$ cat config.mk
export PLATFORM = sky130hd
export DESIGN_NAME = gpio_multiport
export DESIGN_NICKNAME = d
export VERILOG_FILES = /design/src/rtl/gpio_mp_pkg.sv /design/src/rtl/gpio_mp_sync.sv /design/src/rtl/gpio_mp_debounce.sv /design/src/rtl/gpio_mp_irq.sv /design/src/rtl/gpio_multiport.sv
export SDC_FILE = /design/constraint.sdc
export NUM_CORES = 1
export LEC_CHECK = 0
export ABC_AREA = 1
export ABC_CLOCK_PERIOD_IN_PS = 3020
export BUFFER_PORTS_ARGS = -buffer_cell sky130_fd_sc_hd__buf_2
export CORE_ASPECT_RATIO = 0.75
export CORE_MARGIN = 2
export CORE_UTILIZATION = 30
export CTS_CLUSTER_SIZE = 24
export DETAILED_ROUTE_END_ITERATION = 16
export SETUP_SLACK_MARGIN = 0.05
export SYNTH_ARGS = -nofsm -noshare
export SYNTH_HDL_FRONTEND = slang
export SYNTH_SLANG_ARGS = --single-unit
export TNS_END_PERCENT = 1
$ cat constraint.sdc
create_clock -name clk -period 3.02 [get_ports clk]
set_clock_uncertainty 0.1 [all_clocks]
set_input_delay 0.604 -clock clk [delete_from_list [all_inputs] [get_ports clk]]
set_output_delay 0.604 -clock clk [all_outputs]
set_load 0.01 [all_outputs]
$ cat src/rtl/gpio_mp_pkg.sv
package gpio_mp_pkg;

    // Port group layout: output and drive-enable words, one spare word
    localparam int PORT_STRIDE = 12;

    // Port-0 interrupt and control registers
    localparam int OFF_IRQ_EN   = 'h30;
    localparam int OFF_IRQ_MASK = 'h34;
    localparam int OFF_IRQ_TYPE = 'h38;
    localparam int OFF_IRQ_POL  = 'h3C;
    localparam int OFF_STATUS   = 'h40;
    localparam int OFF_RAW      = 'h44;
    localparam int OFF_DB_EN    = 'h48;
    localparam int OFF_CLEAR    = 'h4C;
    localparam int OFF_PIN_BASE = 'h50;
    localparam int OFF_SYNC_SEL = 'h60;

    function automatic int port_out_off(input int p);
        return PORT_STRIDE * p;
    endfunction

    function automatic int port_oe_off(input int p);
        return PORT_STRIDE * p + 4;
    endfunction

    function automatic int port_pin_off(input int p);
        return OFF_PIN_BASE + 4 * p;
    endfunction

    typedef enum logic {
        DB_STABLE = 1'b0,
        DB_SETTLE = 1'b1
    } db_state_e;

endpackage

$ cat src/rtl/gpio_mp_sync.sv
module gpio_mp_sync #(
    parameter int W = 32
) (
    input  logic         clk,
    input  logic         rst_n,
    input  logic [W-1:0] din,
    output logic [W-1:0] s1,
    output logic [W-1:0] s2
);

    logic [1:0] age_q;

    always_ff @(posedge clk or negedge rst_n) begin
        if (!rst_n) begin
            s1    <= '0;
            s2    <= '0;
            age_q <= 2'd0;
        end else begin
            s1 <= din;
            s2 <= s1;
            if (age_q != 2'd2) begin
                age_q <= age_q + 2'd1;
            end
        end
    end


    sync_depth_chk: assert property (@(posedge clk) disable iff (!rst_n)
        (age_q == 2'd2) |-> (s2 == $past(din, 2)));

endmodule

$ cat src/rtl/gpio_mp_debounce.sv
module gpio_mp_debounce
    import gpio_mp_pkg::*;
#(
    parameter int TICKS = 4,
    localparam int CW = (TICKS < 2) ? 1 : $clog2(TICKS)
) (
    input  logic clk,
    input  logic rst_n,
    input  logic tick,
    input  logic din,
    output logic dout
);

    db_state_e       state_q, state_d;
    logic [CW-1:0]   cnt_q, cnt_d;
    logic            val_q, val_d;

    always_ff @(posedge clk or negedge rst_n) begin
        if (!rst_n) begin
            state_q <= DB_STABLE;
            cnt_q   <= '0;
            val_q   <= 1'b0;
        end else begin
            state_q <= state_d;
            cnt_q   <= cnt_d;
            val_q   <= val_d;
        end
    end

    always_comb begin
        state_d = state_q;
        cnt_d   = cnt_q;
        val_d   = val_q;
        unique case (state_q)
            DB_STABLE: begin
                if (din != val_q) begin
                    state_d = DB_SETTLE;
                    cnt_d   = '0;
                end
            end
            DB_SETTLE: begin
                if (din == val_q) begin
                    state_d = DB_STABLE;
                    cnt_d   = '0;
                end else if (tick) begin
                    if (cnt_q == CW'(TICKS - 1)) begin
                        val_d   = din;
                        state_d = DB_STABLE;
                        cnt_d   = '0;
                    end else begin
                        cnt_d = cnt_q + 1'b1;
                    end
                end
            end
            default: state_d = DB_STABLE;
        endcase
    end

    always_comb begin
        dout = val_q;
    end


    filt_on_tick_chk: assert property (@(posedge clk) disable iff (!rst_n)
        (val_q != $past(val_q)) |-> ($past(state_q) == DB_SETTLE && $past(tick)));

endmodule

$ cat src/rtl/gpio_mp_irq.sv
module gpio_mp_irq #(
    parameter int W        = 8,
    parameter int DB_TICKS = 4,
    parameter int DB_DIV   = 4,
    localparam int DIV_W   = (DB_DIV < 2) ? 1 : $clog2(DB_DIV)
) (
    input  logic         clk,
    input  logic         rst_n,
    input  logic [W-1:0] s1_i,
    input  logic [W-1:0] s2_i,
    input  logic         sync_sel_i,
    input  logic [W-1:0] en_i,
    input  logic [W-1:0] mask_i,
    input  logic [W-1:0] type_i,
    input  logic [W-1:0] pol_i,
    input  logic [W-1:0] db_i,
    input  logic [W-1:0] clr_i,
    output logic [W-1:0] raw_o,
    output logic [W-1:0] status_o,
    output logic         irq_o
);

    logic [DIV_W-1:0] div_q;
    logic             tick;
    logic [W-1:0]     det, filt, qual, prev_q, lat_q, hit, lvl;

    // Slow tick for the debounce filters
    always_ff @(posedge clk or negedge rst_n) begin
        if (!rst_n) begin
            div_q <= '0;
        end else if (div_q == DIV_W'(DB_DIV - 1)) begin
            div_q <= '0;
        end else begin
            div_q <= div_q + 1'b1;
        end
    end
    assign tick = (div_q == DIV_W'(DB_DIV - 1));

    assign det = sync_sel_i ? s2_i : s1_i;

    for (genvar i = 0; i < W; i++) begin : g_db
        gpio_mp_debounce #(.TICKS(DB_TICKS)) u_db (
            .clk  (clk),
            .rst_n(rst_n),
            .tick (tick),
            .din  (det[i]),
            .dout (filt[i])
        );
    end

    assign qual = (db_i & filt) | (~db_i & det);
    assign hit  = (pol_i & qual & ~prev_q) | (~pol_i & ~qual & prev_q);
    assign lvl  = ~(qual ^ pol_i);

    always_ff @(posedge clk or negedge rst_n) begin
        if (!rst_n) begin
            prev_q <= '0;
            lat_q  <= '0;
        end else begin
            prev_q <= qual;
            lat_q  <= en_i & ((lat_q & ~clr_i) | (type_i & hit));
        end
    end

    assign raw_o    = en_i & ((~type_i & lvl) | (type_i & lat_q));
    assign status_o = raw_o & ~mask_i;
    assign irq_o    = |status_o;


    irq_needs_en_chk: assert property (@(posedge clk) disable iff (!rst_n)
        irq_o |-> (en_i != '0));


    irq_unmasked_chk: assert property (@(posedge clk) disable iff (!rst_n)
        irq_o |-> ((en_i & ~mask_i) != '0));


    edge_hold_chk: assert property (@(posedge clk) disable iff (!rst_n)
        (($past(lat_q) & ~lat_q & $past(en_i) & ~$past(clr_i)) == '0));

endmodule

$ cat src/rtl/gpio_multiport.sv
module gpio_multiport
    import gpio_mp_pkg::*;
#(
    parameter int NUM_PORTS = 4,
    parameter int PORT_W    = 8,
    parameter int DATA_W    = 32,
    parameter int ADDR_W    = 8,
    parameter int DB_TICKS  = 4,
    parameter int DB_DIV    = 4,
    localparam int NPINS    = NUM_PORTS * PORT_W
) (
    input  logic              clk,
    input  logic              rst_n,
    input  logic              bus_sel,
    input  logic              bus_wr,
    input  logic [ADDR_W-1:0] bus_addr,
    input  logic [DATA_W-1:0] bus_wdata,
    output logic [DATA_W-1:0] bus_rdata,
    input  logic [NPINS-1:0]  pin_in,
    output logic [NPINS-1:0]  pin_out,
    output logic [NPINS-1:0]  pin_oe,
    output logic              irq_o
);

    logic              wr_en;
    logic [PORT_W-1:0] wd;
    logic [PORT_W-1:0] out_q [NUM_PORTS];
    logic [PORT_W-1:0] oe_q  [NUM_PORTS];
    logic [PORT_W-1:0] en_q, mask_q, type_q, pol_q, db_q, clr;
    logic              sync_q;
    logic [NPINS-1:0]  s1_all, s2_all;
    logic [PORT_W-1:0] raw, status;

    assign wr_en = bus_sel & bus_wr;
    assign wd    = bus_wdata[PORT_W-1:0];

    function automatic logic hit_wr(input int off);
        return wr_en && (bus_addr == ADDR_W'(off));
    endfunction

    // Per-port output and drive-enable registers
    always_ff @(posedge clk or negedge rst_n) begin
        if (!rst_n) begin
            for (int p = 0; p < NUM_PORTS; p++) begin
                out_q[p] <= '0;
                oe_q[p]  <= '0;
            end
        end else begin
            for (int p = 0; p < NUM_PORTS; p++) begin
                if (hit_wr(port_out_off(p))) out_q[p] <= wd;
                if (hit_wr(port_oe_off(p)))  oe_q[p]  <= wd;
            end
        end
    end

    for (genvar p = 0; p < NUM_PORTS; p++) begin : g_pins
        assign pin_out[p*PORT_W +: PORT_W] = out_q[p];
        assign pin_oe[p*PORT_W +: PORT_W]  = oe_q[p];
    end

    // Port-0 interrupt configuration
    always_ff @(posedge clk or negedge rst_n) begin
        if (!rst_n) begin
            en_q   <= '0;
            mask_q <= '0;
            type_q <= '0;
            pol_q  <= '0;
            db_q   <= '0;
            sync_q <= 1'b1;
        end else begin
            if (hit_wr(OFF_IRQ_EN))   en_q   <= wd;
            if (hit_wr(OFF_IRQ_MASK)) mask_q <= wd;
            if (hit_wr(OFF_IRQ_TYPE)) type_q <= wd;
            if (hit_wr(OFF_IRQ_POL))  pol_q  <= wd;
            if (hit_wr(OFF_DB_EN))    db_q   <= wd;
            if (hit_wr(OFF_SYNC_SEL)) sync_q <= wd[0];
        end
    end

    assign clr = hit_wr(OFF_CLEAR) ? wd : '0;

    gpio_mp_sync #(.W(NPINS)) u_sync (
        .clk  (clk),
        .rst_n(rst_n),
        .din  (pin_in),
        .s1   (s1_all),
        .s2   (s2_all)
    );

    gpio_mp_irq #(
        .W       (PORT_W),
        .DB_TICKS(DB_TICKS),
        .DB_DIV  (DB_DIV)
    ) u_irq (
        .clk       (clk),
        .rst_n     (rst_n),
        .s1_i      (s1_all[PORT_W-1:0]),
        .s2_i      (s2_all[PORT_W-1:0]),
        .sync_sel_i(sync_q),
        .en_i      (en_q),
        .mask_i    (mask_q),
        .type_i    (type_q),
        .pol_i     (pol_q),
        .db_i      (db_q),
        .clr_i     (clr),
        .raw_o     (raw),
        .status_o  (status),
        .irq_o     (irq_o)
    );

    if (NUM_PORTS > 1) begin : g_s1_sink
        logic unused_s1;
        assign unused_s1 = ^s1_all[NPINS-1:PORT_W];
    end
    if (DATA_W > PORT_W) begin : g_wd_sink
        logic unused_wd;
        assign unused_wd = ^bus_wdata[DATA_W-1:PORT_W];
    end

    // Read mux
    always_comb begin
        bus_rdata = '0;
        if (bus_sel && !bus_wr) begin
            for (int p = 0; p < NUM_PORTS; p++) begin
                if (bus_addr == ADDR_W'(port_out_off(p))) bus_rdata[PORT_W-1:0] = out_q[p];
                if (bus_addr == ADDR_W'(port_oe_off(p)))  bus_rdata[PORT_W-1:0] = oe_q[p];
                if (bus_addr == ADDR_W'(port_pin_off(p)))
                    bus_rdata[PORT_W-1:0] = s2_all[p*PORT_W +: PORT_W];
            end
            case (bus_addr)
                ADDR_W'(OFF_IRQ_EN):   bus_rdata[PORT_W-1:0] = en_q;
                ADDR_W'(OFF_IRQ_MASK): bus_rdata[PORT_W-1:0] = mask_q;
                ADDR_W'(OFF_IRQ_TYPE): bus_rdata[PORT_W-1:0] = type_q;
                ADDR_W'(OFF_IRQ_POL):  bus_rdata[PORT_W-1:0] = pol_q;
                ADDR_W'(OFF_STATUS):   bus_rdata[PORT_W-1:0] = status;
                ADDR_W'(OFF_RAW):      bus_rdata[PORT_W-1:0] = raw;
                ADDR_W'(OFF_DB_EN):    bus_rdata[PORT_W-1:0] = db_q;
                ADDR_W'(OFF_SYNC_SEL): bus_rdata[0]          = sync_q;
                default: ;
            endcase
        end
    end


    irq_status_chk: assert property (@(posedge clk) disable iff (!rst_n)
        $rose(irq_o) |-> (status != '0));

endmodule

## Word level (Yosys, flattened, before mapping)

Cells that the tools add are included.

- Add/sub/neg operators: 9
- Bitwise operators: 43
- Reduce and logical (&&, ||, !) cells: 35
- Mux-type cells: 98
- Equal/unequal tests: 61

Operators with widths:

| kind | number |
|---|---|
| $mux W8 | 15 |
| $and A8 B8 Y8 | 13 |
| $eq A8 B7 Y1 const B | 9 |
| $mux W2 | 33 |
| $not A8 Y8 | 8 |
| $pmux W7 S7 | 1 |
| $eq A8 B6 Y1 const B | 6 |
| $mux W1 | 32 |
| $or A8 B8 Y8 | 4 |
| $pmux W2 S2 | 8 |
| $reduce_and A4 Y1 | 8 |
| $eq A8 B5 Y1 const B | 3 |
| $ne A3 B1 Y1 const B | 7 |
| $add A2 B1 Y2 const B | 9 |
| $eq A2 B2 Y1 const B | 9 |
| $logic_and A1 B1 Y1 | 16 |
| $ne A2 B2 Y1 const B | 8 |
| $not A1 Y1 | 16 |
| $pmux W1 S2 | 8 |
| $reduce_and A2 Y1 | 8 |
| $eq A1 B1 Y1 | 8 |
| $eq A8 B3 Y1 const B | 1 |
| $eq A8 B4 Y1 const B | 1 |
| $logic_not A8 Y1 | 1 |
| other kinds (7) | 14 |

- Output and inout port bits: 97
- Word-level logic and storage cells: 289
- Flip-flop bits (word level): 219

## Longest topological paths before layout

Gate-level depths: netlist of run 1.

- Word-level depth: 15
- Gate-level depth with buffers: 14
- Depth with buffers taken out: 13

## By module

A second synthesis of run 1 with hierarchy kept.

- Cells, all modules: 1238
- Area total of the unflattened synthesis: 10267.3 sq um

By module, submodules not included:

| module | area an instance (sq um) | cells an instance | sequential area each (sq um) | instances |
|---|---|---|---|---|
| gpio_multiport | 5521.5 | 740 | 2628.8 | 1 |
| gpio_mp_debounce | 209.0 | 27 | 100.1 | 8 |
| gpio_mp_sync | 1601.5 | 64 | 1601.5 | 1 |
| gpio_mp_irq | 1472.7 | 218 | 450.4 | 1 |

## Worst setup path after synthesis of run 1

OpenSTA, ideal clock, no wires.

- Kind: register to output
- Start point: register sync_q
- End point: output bus_rdata[7]
- Required time: 2.316 ns
- Path buffers: 1
- Data arrival time: 2.320 ns
- Cell stages (with the launch flop): 14
- Setup slack: -0.004 ns
- Cells stage by stage: dfstp_2 inv_2 buf_4 o21ai_1 o21ai_0 ha_1 a21oi_1 o21ai_0 or2_2 nor2_1 a21oi_1 nand4_1 nand2_1 a21oi_1

- Longest elaborated chain between the ends: 11

Ends and longest elaborated chain:

| item | RTL line | RTL |
|---|---|---|
| start: declaration | gpio_multiport.sv:30 | `logic sync_q;` |
| start signal: assignment | gpio_multiport.sv:76 | `if (hit_wr(OFF_SYNC_SEL)) sync_q <= wd[0];` |
| $mux W8 * | gpio_mp_irq.sv:39 | `assign det = sync_sel_i ? s2_i : s1_i;` |
| $and A8 B8 Y8 * | gpio_mp_irq.sv:51 | `assign qual = (db_i & filt) \| (~db_i & det);` |
| $or A8 B8 Y8 * | gpio_mp_irq.sv:51 |  |
| $xor A8 B8 Y8 * | gpio_mp_irq.sv:53 | `assign lvl = ~(qual ^ pol_i);` |
| $not A8 Y8 * | gpio_mp_irq.sv:53 |  |
| $and A8 B8 Y8 * | gpio_mp_irq.sv:65 | `assign raw_o = en_i & ((~type_i & lvl) \| (type_i & lat_q));` |
| $or A8 B8 Y8 * | gpio_mp_irq.sv:65 |  |
| $and A8 B8 Y8 * | gpio_mp_irq.sv:65 |  |
| $and A8 B8 Y8 | gpio_mp_irq.sv:66 | `assign status_o = raw_o & ~mask_i;` |
| $pmux W7 S7 * | gpio_multiport.sv:130 | `case (bus_addr)` |
| $mux W8 * | gpio_multiport.sv:123 | `if (bus_sel && !bus_wr) begin` |
| end: declaration | gpio_multiport.sv:18 | `output logic [DATA_W-1:0] bus_rdata,` |

Every way passes the cells marked *; elsewhere a longest branch is shown, timed or not.

## Final worst setup path of run 1

- Start point: register sync_q
- End point: output bus_rdata[3]

Same word-level chain as after synthesis.

==> results of run 1 <==
[registers in the layout, summed over array words and instances (netlist names)]
name / count
pin_oe: 32
u_irq.prev_q: 8
u_sync.s1: 32
pin_out: 32
en_q: 8
u_irq.g_db.u_db.dout: 8
type_q: 8
u_irq.div_q: 2
u_irq.g_db.u_db.cnt_q: 16
pol_q: 8
u_irq.lat_q: 8
db_q: 8
mask_q: 8
u_sync.s2: 32
u_irq.g_db.u_db.state_q: 8
sync_q: 1
[Yosys cell counts (8+ instances only)]
library cell | count | area, sq um
a21oi_1 | 51 | 255
buf_4 | 25 | 188
clkbuf_1 | 19 | 71.3
dfrtp_1 | 218 | 5460
ha_1 | 25 | 313
inv_1 | 147 | 552
inv_2 | 8 | 30.0
nand2_1 | 290 | 1090
nand3_1 | 46 | 230
nand4_1 | 15 | 93.8
nor2_1 | 65 | 244
nor2_2 | 12 | 75.1
nor2_4 | 9 | 101
o21ai_0 | 161 | 806
or2_2 | 15 | 93.8
xor2_1 | 8 | 70.1
[report_power, final]
part	switching, mW	total, mW	leakage, nW	internal [mW]
logic	0.305	0.465	2.94	0.161
clock network	1.20	2.98	0.394	1.78
registers	0.0692	3.11	2.85	3.04
total	1.57	6.56	6.18	4.99
[path summary, 6_finish.rpt]
check,start,to,depth (start not counted)
max,sync_q$_DFFE_PN1P_,bus_rdata[3],14
min,rst_n,u_irq.div_q[0]$_DFF_PN0_,1
max reg2reg,sync_q$_DFFE_PN1P_,u_irq.g_db[5].u_db.cnt_q[1]$_DFFE_PN0P_,10
min reg2reg,u_sync.s1[14]$_DFF_PN0_,u_sync.s2[14]$_DFF_PN0_,0
max in group asynchronous,rst_n,pin_out[25]$_DFFE_PN0P_,2
min in group clk,pin_in[15],u_sync.s1[15]$_DFF_PN0_,1
[final cells by class]
| cell class | count | area share, % |
|---|---|---|
| well taps | 450 | 4.44 |
| repair buffers | 199 | 9.93 |
| clock inverters | 7 | 0.721 |
| clock buffers | 33 | 5.55 |
| inverters | 155 | 4.61 |
| flip-flops and latches | 219 | 43.3 |
| diodes | 1 | 0.0198 |
| multi-input cells | 770 | 31.5 |
[timing repair]
action                     4_1_cts  5_1_grt
resized for setup               34       18
pin swaps                       20       16
buffers inserted                 2        4
setup endpoints to repair        9        9
[metal layers]
layer	track usage [%]	wire length [um]	vias to the layer above
li1	-	-	4110
met2	24.4	12100	243
met3	2.94	1880	37
met4	3.27	478	0
met1	24.3	13900	4031
met5	0	0	-
[worst register-to-register path, cell delays in order (launching register included)]
cell	delay (ps)
dfstp_2	550
inv_4	60
buf_4	160
o21ai_1	130
buf_4	180
buf_4	120
xor2_1	180
inv_1	100
nor2_2	120
a21oi_1	90
o21ai_0	170
[kinds of logic (layout without fill, tap and decap cells)]
kind of cell,Yosys count,after routing,synth area share (%)
compound gates,236,236,12.2
buf+inv,208,394,8.88
flops,219,219,54.2
xor+xnor,8,8,0.692
simple gates,477,477,21.0
fa+ha+maj,25,25,3.09
other cells,1,25,0.0370
[through the flow]
stage	power, mW	setup slack, ps	instance area [sq um]
floorplan	3.38	29.7	10200
global placement	3.60	-296	11700
detailed placement	3.61	-302	11700
CTS	6.62	-585	12600
global route	6.82	-692	12700
finish	6.56	-573	12700
==> flow_metrics.py, run 1 <==
metrics = {
    "cells_and_area": {
        "final_cell_mix": "nand2_1, dfrtp_1, inv_1",
        "syn_to_final_growth_pct": 25.2,
        "multi_input_area_sq_mm": 0.00399,
        "nNetsFinal": 1468,
        "final_common_cell": "nand2_1",
        "fillers": 3362,
        "final_util_pct": 37.9,
        "drive_above_1_share_pct": 23.4,
        "ff_latch_area_sq_mm": 0.00548,
        "final_cells": 1834,
    },
    "synth": {
        "synth-seq-cells": 219,
        "synth_ff_type": "dfrtp_1",
        "synth_edf_count": 0,
        "syn-cell-area_sq_mm": 0.0101,
        "ys_warn_count": 0,
        "synth.distinct_cells": 39,
        "async_flop_share_pct": 100,
        "syn_avg_cell_area_sq_um": 8.62,
        "netlist_instances": 1174,
        "synth_seq_area_share_pct": 54.2,
    },
    "floorplanning": {
        "core_area_sq_mm": 0.0334,
        "fp-row-count": 58,
        "dieArea_sq_mm": 0.0352,
        "start_util_pct": 30.3,
        "die_x_um": 216,
        "io_pins": 173,
        "die_h_um": 163,
    },
    "clock_tree": {
        "clkTransAtPathRegs_ps": 60,
        "clk_latency_ps": 530,
        "clock_sinks": 219,
        "numCtsBuffers": 22,
        "hold_buffers": 0,
        "clockBufferDepth": 3,
        "h-tree-depth": 1,
        "cts_tree": "done",
        "root_buffer": "clkbuf_16",
    },
    "run_status": {
        "violations": "negative hold slack, negative setup slack",
        "run_status": "finished with violations",
    },
    "pwr": {
        "power_density_mw_per_mm2": 518,
        "vdd_drop_max_uv": 272,
        "p_leak_nw": 6.18,
    },
    "timing": {
        "tightest_slew_ps": 674,
        "setup_viol": 9,
        "fmax_mhz": 278,
        "relSlewSlack_pct": 55.0,
        "setup_tns_ps": -4380,
        "holdWs_ps": -27.7,
        "rsz0062_at_grt": "yes",
        "period_minus_slack_ps": 3590,
        "fin_ws_ps": -573,
        "hold_viol_final": 9,
        "slew_viol_final": 0,
        "finalCritPeriodShare_pct": 119,
    },
    "route": {
        "wl_per_cell_um": 15.5,
        "drtAntennaViolNets": 0,
        "viasPerCell": 4.59,
        "dr_total_vias": 8421,
        "first_pass_iters": 5,
        "drc": 0,
        "wl_mm": 28.4,
        "drt_iter0_drc": 644,
    },
    "setup_path": {
        "crit_family": "compound AO/OA/AOI/OAI gates",
        "end_kind": "output port",
        "worstPathArrival_ps": 2890,
        "cpPeakStageDelay_ps": 550,
        "cp.buffers_inverters": 3,
        "cp_data_required_time_ps": 2320,
        "cpMaxStageDelayCell": "dfstp_2",
        "worst-setup-path-type": "reg -> out",
        "cp_cell_sequence": "inv_4, buf_6, o21ai_4, o21ai_2, ha_1, a21oi_2, o21ai_2, or2_4, nor2_2, a21oi_1, nand4_1, nand2_1, a21oi_2, buf_2",
        "startpoint_type": "flop",
        "path_max_fanout": 7,
        "r2r_slack_ps": 970,
    },
    "grt": {
        "grt_pass1_wl_mm": 44.7,
        "antenna_found_initial": 2,
        "grt_max_degree": 83,
        "grt-ovfl-total": 0,
        "track_usage_pct": 16.2,
        "grt_pass1_vias": 8058,
    },
    "placed_design": {
        "routabilityCongestion": 0.874,
        "portBuffers": 124,
        "hpwl_mm": 21.1,
        "dpl.cell_count": 1787,
    },
    "run": {
        "cap_violations": 0,
    },
    "min_path": {
        "hold_path.class": "in -> async",
    },
}
No activity file was read; power rests on OpenSTA's default activity.
==> run 2: changes to the inputs <==
==> constraint.sdc (replaced) <==
create_clock -name clk -period 3.02 [get_ports clk]
set_clock_uncertainty 0.1 [all_clocks]
set_input_delay 0.151 -clock clk [delete_from_list [all_inputs] [get_ports clk]]
set_output_delay 0.151 -clock clk [all_outputs]
set_load 0.01 [all_outputs]
==> run 2 against run 1 <==
  * First-iteration DRC count is 27% higher
  * Via count is 0.80% lower
  * Critical path type unchanged
  * The flow finishes with violations (negative setup slack)
  * Clock power is 8.1% lower
  * Non-clock buffer count is 22 lower
  * Largest power group unchanged
  * Final cell count is 1.2% lower
  * Total power is 3.5% lower
  * Critical endpoint unchanged
  * Worst setup slack better by 430 ps
  * Maximum frequency is 14% higher
  * Highest routed layer unchanged
==> flow_metrics.py, run 2 (synthesis results as in run 1) <==
metrics = {
    "timing": {
        "relSlewSlack_pct": 49.6,
        "period_minus_slack_ps": 3160,
        "setup_tns_ps": -590,
        "fin_ws_ps": -142,
        "holdWs_ps": 27.8,
        "finalCritPeriodShare_pct": 105,
        "setup_viol": 8,
        "fmax_mhz": 316,
        "tightest_slew_ps": 755,
        "slew_viol_final": 0,
        "hold_viol_final": 0,
        "rsz0062_at_grt": "yes",
    },
    "placed_design": {
        "place_area_sq_mm": 0.0112,
        "portBuffers": 124,
        "hpwl_mm": 21.1,
        "routabilityCongestion": 0.917,
        "dpl.cell_count": 1731,
        "place_ws_ps": 97.3,
    },
    "cells_and_area": {
        "final_cell_mix": "nand2_1, dfrtp_1, o21ai_0, inv_1, buf_2",
        "drive_above_1_share_pct": 19.5,
        "final_cells": 1812,
        "nNetsFinal": 1448,
        "final_util_pct": 37.4,
        "syn_to_final_growth_pct": 23.3,
        "fin_area_sq_mm": 0.0125,
        "final_common_cell": "nand2_1",
    },
    "floorplanning": {
        "io_pins": 173,
        "die_x_um": 216,
        "dieArea_sq_mm": 0.0352,
        "die_h_um": 163,
        "fp-row-count": 58,
        "core_area_sq_mm": 0.0334,
        "start_util_pct": 30.3,
    },
    "setup_path": {
        "rr_worst_depth": 10,
        "worstPathArrival_ps": 2910,
        "worst-setup-path-type": "reg -> out",
        "startpoint_type": "flop",
        "path_max_fanout": 8,
        "end_kind": "output port",
        "cp_data_required_time_ps": 2770,
    },
    "clock_tree": {
        "clock_sinks": 219,
        "clk_latency_ps": 520,
        "root_buffer": "clkbuf_16",
        "cts_tree": "done",
        "numCtsBuffers": 23,
        "clkTransAtPathRegs_ps": 60,
        "clockBufferDepth": 3,
        "h-tree-depth": 1,
    },
    "pwr": {
        "pwr-share-clk_pct": 43.3,
        "vdd_drop_max_uv": 333,
        "seqPwrFrac_pct": 49.3,
        "power_density_mw_per_mm2": 507,
        "p_leak_nw": 6.00,
        "comb_power_share_pct": 7.4,
        "switching_power_mw": 1.56,
        "power_mw": 6.33,
        "p_int_mw": 4.77,
        "swShare_pct": 24.6,
    },
    "grt": {
        "antenna_found_initial": 1,
        "grt_max_degree": 117,
        "grt_pass1_wl_mm": 44.5,
        "grt_pass1_vias": 7878,
        "grt-ovfl-total": 0,
        "track_usage_pct": 16.2,
    },
    "route": {
        "first_pass_iters": 5,
        "drt_iter0_drc": 821,
        "drc": 0,
        "viasPerCell": 4.61,
        "wl_mm": 28.9,
        "dr_total_vias": 8354,
        "wl_per_cell_um": 15.9,
        "drtAntennaViolNets": 0,
    },
    "run": {
        "cap_violations": 0,
    },
    "run_status": {
        "violations": "negative setup slack",
        "run_status": "finished with violations",
    },
    "min_path": {
        "hold_path.class": "in -> async",
    },
}
-- run 2: power by group through the flow --
stage	clock network, mW	logic [mW]	registers, mW
2_1_floorplan	0	0.219	3.16
3_3_place_gp	0	0.403	3.17
3_5_place_dp	0	0.414	3.17
4_1_cts	2.80	0.463	3.12
5_1_grt	2.93	0.531	3.13
6_report	2.74	0.471	3.12
-- run 2: worst paths after layout --
path,slack [ps],from,end
setup / recovery,-140,sync_q$_DFFE_PN1P_,bus_rdata[3]
setup reg to reg,950,sync_q$_DFFE_PN1P_,u_irq.g_db[5].u_db.cnt_q[1]$_DFFE_PN0P_
hold reg to reg,250,u_sync.s1[28]$_DFF_PN0_,u_sync.s2[28]$_DFF_PN0_
min in group clk,80,bus_addr[4],sync_q$_DFFE_PN1P_
max in group asynchronous,1720,rst_n,u_irq.lat_q[1]$_DFF_PN0_
hold / removal,30,rst_n,u_irq.g_db[5].u_db.cnt_q[0]$_DFFE_PN0P_
-- run 2: area by class of cell --
cell class              instances  area, sq um
fillers                      3383        20900
flip-flops and latches        219         5480
multi-input cells             770         3990
repair buffers                177         1140
clock buffers                  30          632
inverters                     155          589
well taps                     450          563
clock inverters                 9         85.1
repair inverters                1         6.26
diodes                          1         2.50
-- run 2: critical path, cell delays in order (launching register included) --
cell and delay, ps:
dfstp_2 610, inv_8 70, o21ai_4 200, o21ai_2 100
ha_1 310, a21oi_2 110, o21ai_1 90, or2_4 240
nor2_1 90, a21oi_1 50, nand4_1 130, nand2_1 90
a21oi_2 150, buf_2 150
-- run 2: routing by layer --
layer	GRT usage [%]	wire length (um)	vias to the layer above
met5	0	0	-
met4	3.64	549	0
met3	3.99	2100	37
met2	23.2	12000	273
met1	24.6	14200	3981
li1	-	-	4063
-- run 2: timing repair --
| item | 4_1_cts | 5_1_grt |
|---|---|---|
| hold buffers | 33 | 0 |
| gates cloned | 0 | 1 |
| setup buffers | 2 | 5 |
| pin swaps | 6 | 9 |
| resized for setup | 34 | 22 |
| endpoints found under the hold margin | 86 | 0 |
| endpoints found under the setup margin | 9 | 9 |
